`src/rtl/cws_pkg.sv`:
```
package cws_pkg;

  typedef enum logic [1:0] {
    WC_STAGE_HI = 2'd0,
    WC_PAIR_LO  = 2'd1,
    WC_OTHER    = 2'd2
  } wr_class_e;

  function automatic int unsigned ceil_div(input int unsigned num, input int unsigned den);
    return (num + den - 1) / den;
  endfunction

endpackage

```
`src/rtl/cws_strobe_track.sv`:
```
// Tracks the write strobe and remembers the target of the write in flight,
// so that completion (strobe fall) can be attributed to the right address.
module cws_strobe_track #(
  parameter int unsigned ADDR_W = 8
) (
  input  logic              clk,
  input  logic              rst_n,
  input  logic              sel,
  input  logic              wr,
  input  logic [ADDR_W-1:0] addr,
  output logic              wr_done,
  output logic [ADDR_W-1:0] done_addr
);

  logic              wr_q;
  logic              cap_sel;
  logic [ADDR_W-1:0] cap_addr;

  always_ff @(posedge clk) begin
    if (!rst_n) begin
      wr_q     <= 1'b0;
      cap_sel  <= 1'b0;
      cap_addr <= '0;
    end else begin
      wr_q <= wr;
      if (wr) begin
        cap_sel  <= sel;
        cap_addr <= addr;
      end
    end
  end

  // completion of a correlator write: strobe was high, now low
  assign wr_done   = wr_q & ~wr & cap_sel;
  assign done_addr = cap_addr;

endmodule

```
`src/rtl/cws_addr_class.sv`:
```
// Classifies a completed write address: staging high half, paired low half,
// or any other register.
module cws_addr_class
  import cws_pkg::*;
#(
  parameter int unsigned              ADDR_W  = 8,
  parameter logic [ADDR_W-1:0]        HI_ADDR = 8'h3C,
  parameter int unsigned              NUM_LO  = 4,
  parameter logic [NUM_LO*ADDR_W-1:0] LO_LIST = {8'h21, 8'h20, 8'h11, 8'h10}
) (
  input  logic [ADDR_W-1:0] addr,
  output wr_class_e         cls
);

  logic [NUM_LO-1:0] lo_hit;

  for (genvar gi = 0; gi < NUM_LO; gi++) begin : g_lo
    assign lo_hit[gi] = (addr == LO_LIST[gi*ADDR_W +: ADDR_W]);
  end

  always_comb begin
    if (addr == HI_ADDR)  cls = WC_STAGE_HI;
    else if (|lo_hit)     cls = WC_PAIR_LO;
    else                  cls = WC_OTHER;
  end

endmodule

```
`src/rtl/cws_recovery.sv`:
```
// Recovery countdown: loads to full on request, otherwise runs down to zero.
module cws_recovery #(
  parameter int unsigned REC_CYC = 32,
  parameter int unsigned CNT_W   = 6
) (
  input  logic             clk,
  input  logic             rst_n,
  input  logic             load,
  output logic [CNT_W-1:0] cnt,
  output logic             busy
);

  localparam logic [CNT_W-1:0] FULL = CNT_W'(REC_CYC);

  always_ff @(posedge clk) begin
    if (!rst_n)         cnt <= '0;
    else if (load)      cnt <= FULL;
    else if (cnt != '0) cnt <= cnt - 1'b1;
  end

  assign busy = (cnt != '0);

endmodule

```
`src/rtl/cws_gate.sv`:
```
module cws_gate
  import cws_pkg::*;
#(
  parameter int unsigned              CLK_PERIOD_PS = 10000,
  parameter int unsigned              RECOVERY_PS   = 314000,
  parameter int unsigned              ADDR_W        = 8,
  parameter logic [ADDR_W-1:0]        HI_ADDR       = 8'h3C,
  parameter int unsigned              NUM_LO        = 4,
  parameter logic [NUM_LO*ADDR_W-1:0] LO_LIST       = {8'h21, 8'h20, 8'h11, 8'h10}
) (
  input  logic              clk,
  input  logic              rst_n,
  input  logic              cor_sel,
  input  logic              bus_wr,
  input  logic              bus_rd,
  input  logic [ADDR_W-1:0] bus_addr,
  output logic              cor_wait
);

  localparam int unsigned REC_RAW = ceil_div(RECOVERY_PS, CLK_PERIOD_PS);
  localparam int unsigned REC_CYC = (REC_RAW == 0) ? 1 : REC_RAW;
  localparam int unsigned CNT_W   = $clog2(REC_CYC + 1);

  logic              wr_done;
  logic [ADDR_W-1:0] done_addr;
  wr_class_e         done_cls;
  logic              wr_load;
  logic [CNT_W-1:0]  rec_cnt;
  logic              rec_busy;
  logic              cor_req;

  cws_strobe_track #(.ADDR_W(ADDR_W)) u_track (
    .clk       (clk),
    .rst_n     (rst_n),
    .sel       (cor_sel),
    .wr        (bus_wr),
    .addr      (bus_addr),
    .wr_done   (wr_done),
    .done_addr (done_addr)
  );

  cws_addr_class #(
    .ADDR_W  (ADDR_W),
    .HI_ADDR (HI_ADDR),
    .NUM_LO  (NUM_LO),
    .LO_LIST (LO_LIST)
  ) u_class (
    .addr (done_addr),
    .cls  (done_cls)
  );

  // staging high-half writes start no internal cycle
  assign wr_load = wr_done && (done_cls != WC_STAGE_HI);

  cws_recovery #(.REC_CYC(REC_CYC), .CNT_W(CNT_W)) u_rec (
    .clk   (clk),
    .rst_n (rst_n),
    .load  (wr_load),
    .cnt   (rec_cnt),
    .busy  (rec_busy)
  );

  assign cor_req  = cor_sel && (bus_wr || bus_rd);
  assign cor_wait = cor_req && rec_busy;

endmodule

```
`config.mk`:
```
export PLATFORM = sky130hd
export DESIGN_NAME = cws_gate
export DESIGN_NICKNAME = d
export VERILOG_FILES = /design/src/rtl/cws_pkg.sv /design/src/rtl/cws_strobe_track.sv /design/src/rtl/cws_addr_class.sv /design/src/rtl/cws_recovery.sv /design/src/rtl/cws_gate.sv
export SDC_FILE = /design/constraint.sdc
export NUM_CORES = 1
export LEC_CHECK = 0
export CAP_MARGIN = 20
export CELL_PAD_IN_SITES_DETAIL_PLACEMENT = 2
export CELL_PAD_IN_SITES_GLOBAL_PLACEMENT = 2
export CORE_MARGIN = 10
export CORE_UTILIZATION = 30
export CTS_BUF_LIST = sky130_fd_sc_hd__clkbuf_16
export CTS_CLUSTER_SIZE = 8
export DETAILED_ROUTE_END_ITERATION = 7
export MAX_ROUTING_LAYER = met4
export PLACE_DENSITY = 0.76
export SLEW_MARGIN = 20
export SYNTH_ARGS = -nofsm -noshare
export SYNTH_HDL_FRONTEND = slang
export SYNTH_SLANG_ARGS = --single-unit
export TNS_END_PERCENT = 30
```
`constraint.sdc`:
```
create_clock -name clk -period 1.59 [get_ports clk]
set_clock_uncertainty 0.05 [all_clocks]
set_input_delay 0.318 -clock clk [delete_from_list [all_inputs] [get_ports clk]]
set_output_delay 0.318 -clock clk [all_outputs]
set_load 0.01 [all_outputs]
```
---- Word level (Yosys, flattened, before mapping) ----
Cells that the tools add are included.
word-level totals
  register bits ........................... 16
  input port bits ......................... 13
  output and inout port bits .............. 1
  logic and storage cells ................. 28
operators by class
  $add $sub $neg .......................... 1
  equality and inequality tests ........... 5
  multiplexer cells ....................... 4
  bitwise gates (word level) .............. 4
  reduce and logical (&&, ||, !) cells .... 9
operator list
  operator                                          count
  == test 8 x 6 -> 1 bit, second input constant     3
  == test 8 x 5 -> 1 bit, second input constant     2
  two-way mux 6 bit                                 2
  nonzero test 6 bit                                1
  subtractor 6 x 1 -> 6 bit, second input constant  1
  two-way mux 2 bit                                 2
  nonzero test 2 bit                                2
  OR reduction 4 bit                                1
  logical AND 1 bit                                 3
  bitwise AND 1 bit                                 2
  inverter 1 bit                                    2
  OR reduction 2 bit                                1
  logical OR 1 bit                                  1

---- Depth between registers and ports, before layout ----
  word-level depth ........................ 7
  depth in mapped cells ................... 5
  depth with buffers taken out ............ 5

---- By module ----
From an unflattened synthesis, not the netlist that was laid out.
second synthesis, totals
  cells, all modules ...................... 75
  area, all modules ....................... 772.0 um2
by module, submodules not included
  module            times used  cells an instance  area each (um2)  seq. area each (um2)
  cws_strobe_track  1           31                 375.4            200.2
  cws_recovery      1           34                 326.6            120.1
  cws_addr_class    1           8                  52.6             0.0
  cws_gate          1           2                  17.5             0.0

---- Worst setup path after synthesis ----
No wires, ideal clock.
  path kind ............................... reg2out
  from .................................... register u_rec.cnt[4]
  to ...................................... output cor_wait
  arrival time ............................ 1063 ps
  required time ........................... 1222 ps
  slack ................................... 159 ps
  stages on the path, launching flop included .. 4
  buffers on the path ..................... 1
  cells stage by stage .................... dfxtp_1 -> or3_1 -> buf_6 -> o221a_2
on the way
  cells in the longest elaborated chain, start to end .. 2
RTL lines
  element                 line                RTL
  from (decl)             cws_recovery.sv:9   output logic [CNT_W-1:0] cnt,
  from (signal assigned)  cws_recovery.sv:18  else if (cnt != '0) cnt <= cnt - 1'b1;
  nonzero test 6 bit      cws_recovery.sv:21  assign busy = (cnt != '0);
  logical AND 1 bit       cws_gate.sv:64      assign cor_wait = cor_req && rec_busy;
  to (decl)               cws_gate.sv:17      output logic cor_wait
Every way passes these cells.

---- Final worst setup path ----
  from .................................... register u_rec.cnt[2]
  to ...................................... output cor_wait
Same word-level chain as after synthesis.

==> results.tsv <==
stage	metric	value	unit
global_route	grt_use_met3	0.0709	
sta	drv_slew	0	
synthesis	ys.warnings.count	0	
floorplanning	fp.dieW	68.8	µm
finish	drive_gt1_frac	0.289	
critical_path	r2r_end	u_rec.cnt[4]$_SDFFE_PP0P_	
power_and_ir_drop	leakagePower	0.458	nW
synthesis	synth_area_leaders	dfxtp_1 (45%), mux2i_1 (13%), nor2b_1 (7.9%)	
finish	diodes	0	
global_route	top_usage_layer	met2	
floorplanning	rows	17	
detailed_routing	wl_per_cell	19.6	µm
synthesis	yosysMostFrequentCell	dfxtp_1	
critical_path	worstReg2RegStart	u_track.done_addr[7]$_SDFFE_PN0P_	
critical_path	crit_path_max_fanout	2	
sta	fmax	599	MHz
synthesis	synth-edff-count	0	
global_route	met2_usage	0.227	
critical_path	rr_worst_depth	4	
sta	tns	-0.0798	ns
synthesis	synth-seq-cells	16	
sta	slew_headroom	0.674	
sta	setup_viol	1	
finish	fillCellCount	226	
place	post-dp-hpwl	1.62	mm
status	status	finished with violations	
global_route	grt_pass1_wl	4.11	mm
detailed_routing	drt_iter0_drc	15	
power_and_ir_drop	p_sw	670	µW
clock_tree	cts_buffers	3	
power_and_ir_drop	switching_share	0.330	
power_and_ir_drop	p_seq_frac	0.268	
hold_path	worstHoldStart	u_track.done_addr[3]$_SDFFE_PN0P_	
critical_path	max_stage_delay	0.39	ns
critical_path	crit_chain	or3_4, o221a_4, buf_6	
clock_tree	clk_latency	0.26	ns
clock_tree	htreeDepth	1	
status	violations	setup timing	
sta	worst_pin_slew	0.483	ns
critical_path	r2r_slack	0.10	ns
power_and_ir_drop	powerDensity	1850	mW/mm²
synthesis	synth-main-ff-cell	dfxtp_1	
global_route	grt_max_degree	12	
critical_path	end_kind	output port	
clock_tree	root_buffer	clkbuf_16	
synthesis	syn_area_per_cell	10.5	µm²
global_route	antenna_found_initial	0	
sta	hold_viol	0	
synthesis	ys_top_cells_by_count	dfxtp_1 (16), mux2i_1 (9), nor2b_1 (9)	
power_and_ir_drop	p_clk_frac	0.253	
critical_path	worstPathRequired	1.22	ns
synthesis	syn_nets	83	
detailed_routing	wl	2.46	mm
synthesis	synth_top_area_cell	dfxtp_1	
floorplanning	die_y	68.8	µm
floorplanning	dieArea	0.00473	mm²
critical_path	start_kind	flop	
clock_tree	ctsHoldBuffers	0	
detailed_routing	first_pass_iters	4	
clock_tree	cts.sink_count	16	
global_route	grt_usage	0.132	
sta	period_minus_slack	1.67	ns
sta	rsz0062_at_grt	true	
synthesis	netlist.area_leader.share	0.449	
hold_path	hold_depth	2	
global_route	grt_overflow	0	
floorplanning	start_util	0.319	
synthesis	yosysSeqAreaShare	0.449	
power_and_ir_drop	p_comb_frac	0.479	
synthesis	synthCells	68	
power_and_ir_drop	p_int	1.36	mW
detailed_routing	via_per_inst	4.90	
clock_tree	tritoncts	done	
detailed_routing	drtAntennaViolNets	0	
floorplanning	io_pins	14	
synthesis	synthArstFlopShare	0	
hold_path	worstHoldEndpoint	u_track.done_addr[3]$_SDFFE_PN0P_	
detailed_routing	num_vias	612	
power_and_ir_drop	ir_drop	1120	µV
floorplanning	core_area	0.00223	mm²
finish	area_growth	54.2	%
flow_run	drv_cap	0	
finish	final_nets	113	
place	place.port_buffers	13	
global_route	grt_pass1_vias	758	
critical_path	cp_slowest_cell	or3_4	
clock_tree	clkTransAtPathRegs	0.05	ns
global_route	met1_usage	0.120	
sta	post-route-period-util	1.05	
critical_path	cp.arrival	1.30	ns
finish	fin_util	0.492	
hold_path	min_path_type	reg -> reg	
place	place.gp.congestion	0.706	
detailed_routing	drc_errors	0	
synthesis	ys_types	26	
synthesis	synth_area	713	µm²
critical_path	critical_path_class	reg -> out	
sta	setup_ws	-0.0798	ns
clock_tree	cts_buffer_depth	2	
-- power groups by stage --
stage | logic (mW) | registers (mW) | clock network [mW]
4_1_cts | 0.955 | 0.546 | 0.523
3_3_place_gp | 0.739 | 0.530 | 0
2_1_floorplan | 0.453 | 0.546 | 0
5_1_grt | 1.08 | 0.557 | 0.548
3_5_place_dp | 0.807 | 0.543 | 0
6_report | 0.973 | 0.545 | 0.514
-- cell families (layout without fill, tap and decap cells) --
logic type / count (synthesis) / after routing / synth area share
AND/OR/NAND/NOR: 26 / 26 / 0.247
flip-flops: 16 / 16 / 0.449
multiplexers: 9 / 9 / 0.126
AO/OA/AOI/OAI: 7 / 7 / 0.0667
buffers and inverters: 5 / 34 / 0.0386
XOR/XNOR: 3 / 3 / 0.0368
adder cells (fa/ha/maj): 2 / 2 / 0.0351
-- what timing repair did --
item                                    in CTS  in global routing
pin swaps                                    1                  2
endpoints found under the setup margin       6                  5
gates resized for setup                     13                  2
setup buffers                                1                  0
endpoints found under the hold margin        0                  0
-- worst max-delay path: cells and delay by family (launching register included) --
family / cells / cell delay, ns
and+or+nand+nor: 1 / 0.39
DFF: 1 / 0.32
AOI/OAI and AO/OA: 1 / 0.23
buffers and inverters: 1 / 0.12
-- final cells by class --
class,instances,area (µm²),share of cell area
Multi-Input combinational cell,47,408,0.371
Sequential cell,16,323,0.294
Timing Repair Buffer,28,248,0.225
Clock buffer,3,75.1,0.0683
Tap cell,28,35.0,0.0319
Inverter,2,7.51,0.00683
Clock inverter,1,3.75,0.00341
-- per-stage QoR --
step	cells	setup WS, ns	power [mW]	hold slack (ns)	instance area [µm²]
after floorplan	68	0.159	0.999	0.396	713
after global placement	120	-0.347	1.27	0.443	963
after detailed placement	120	-0.354	1.35	0.450	963
after CTS	125	-0.0885	2.02	0.481	1090
after global routing	125	-0.109	2.18	0.505	1100
final	125	-0.0798	2.03	0.473	1100
-- how the worst max path moves through the flow --
stage | startpoint | to | slack, ns
floorplan | u_rec.cnt[4]$_SDFFE_PP0P_ | cor_wait | 0.16
global placement | bus_wr | cor_wait | -0.35
detailed placement | bus_wr | cor_wait | -0.35
CTS | u_rec.cnt[4]$_SDFFE_PP0P_ | cor_wait | -0.09
global route | u_rec.cnt[2]$_SDFFE_PP0P_ | cor_wait | -0.11
finish | u_rec.cnt[2]$_SDFFE_PP0P_ | cor_wait | -0.08
-- registers in the layout, indices dropped and copies added, names as in the netlist --
register and flops:
u_track.wr_q 1, u_track.done_addr 8, u_track.cap_sel 1, u_rec.cnt 6
-- routing by layer --
metal | routed length [µm] | vias up
li1 | - | 300
met1 | 985 | 297
met2 | 1310 | 10
met3 | 114 | 5
met4 | 45 | 0
met5 | 0 | -
-- placed cells by master (no fill, tap or decap), types with 2 or more instances in the layout --
master            n
mux2i_1           9
nor2b_1           9
and4bb_1          2
dfxtp_2           2
clkdlybuf4s50_1  12
xnor2_1           3
dfxtp_1          14
buf_4            14
inv_1             2
clkbuf_16         3
o21ai_1           2
buf_6             2
nor3_1            5
Power figures use the tool's default switching activity.
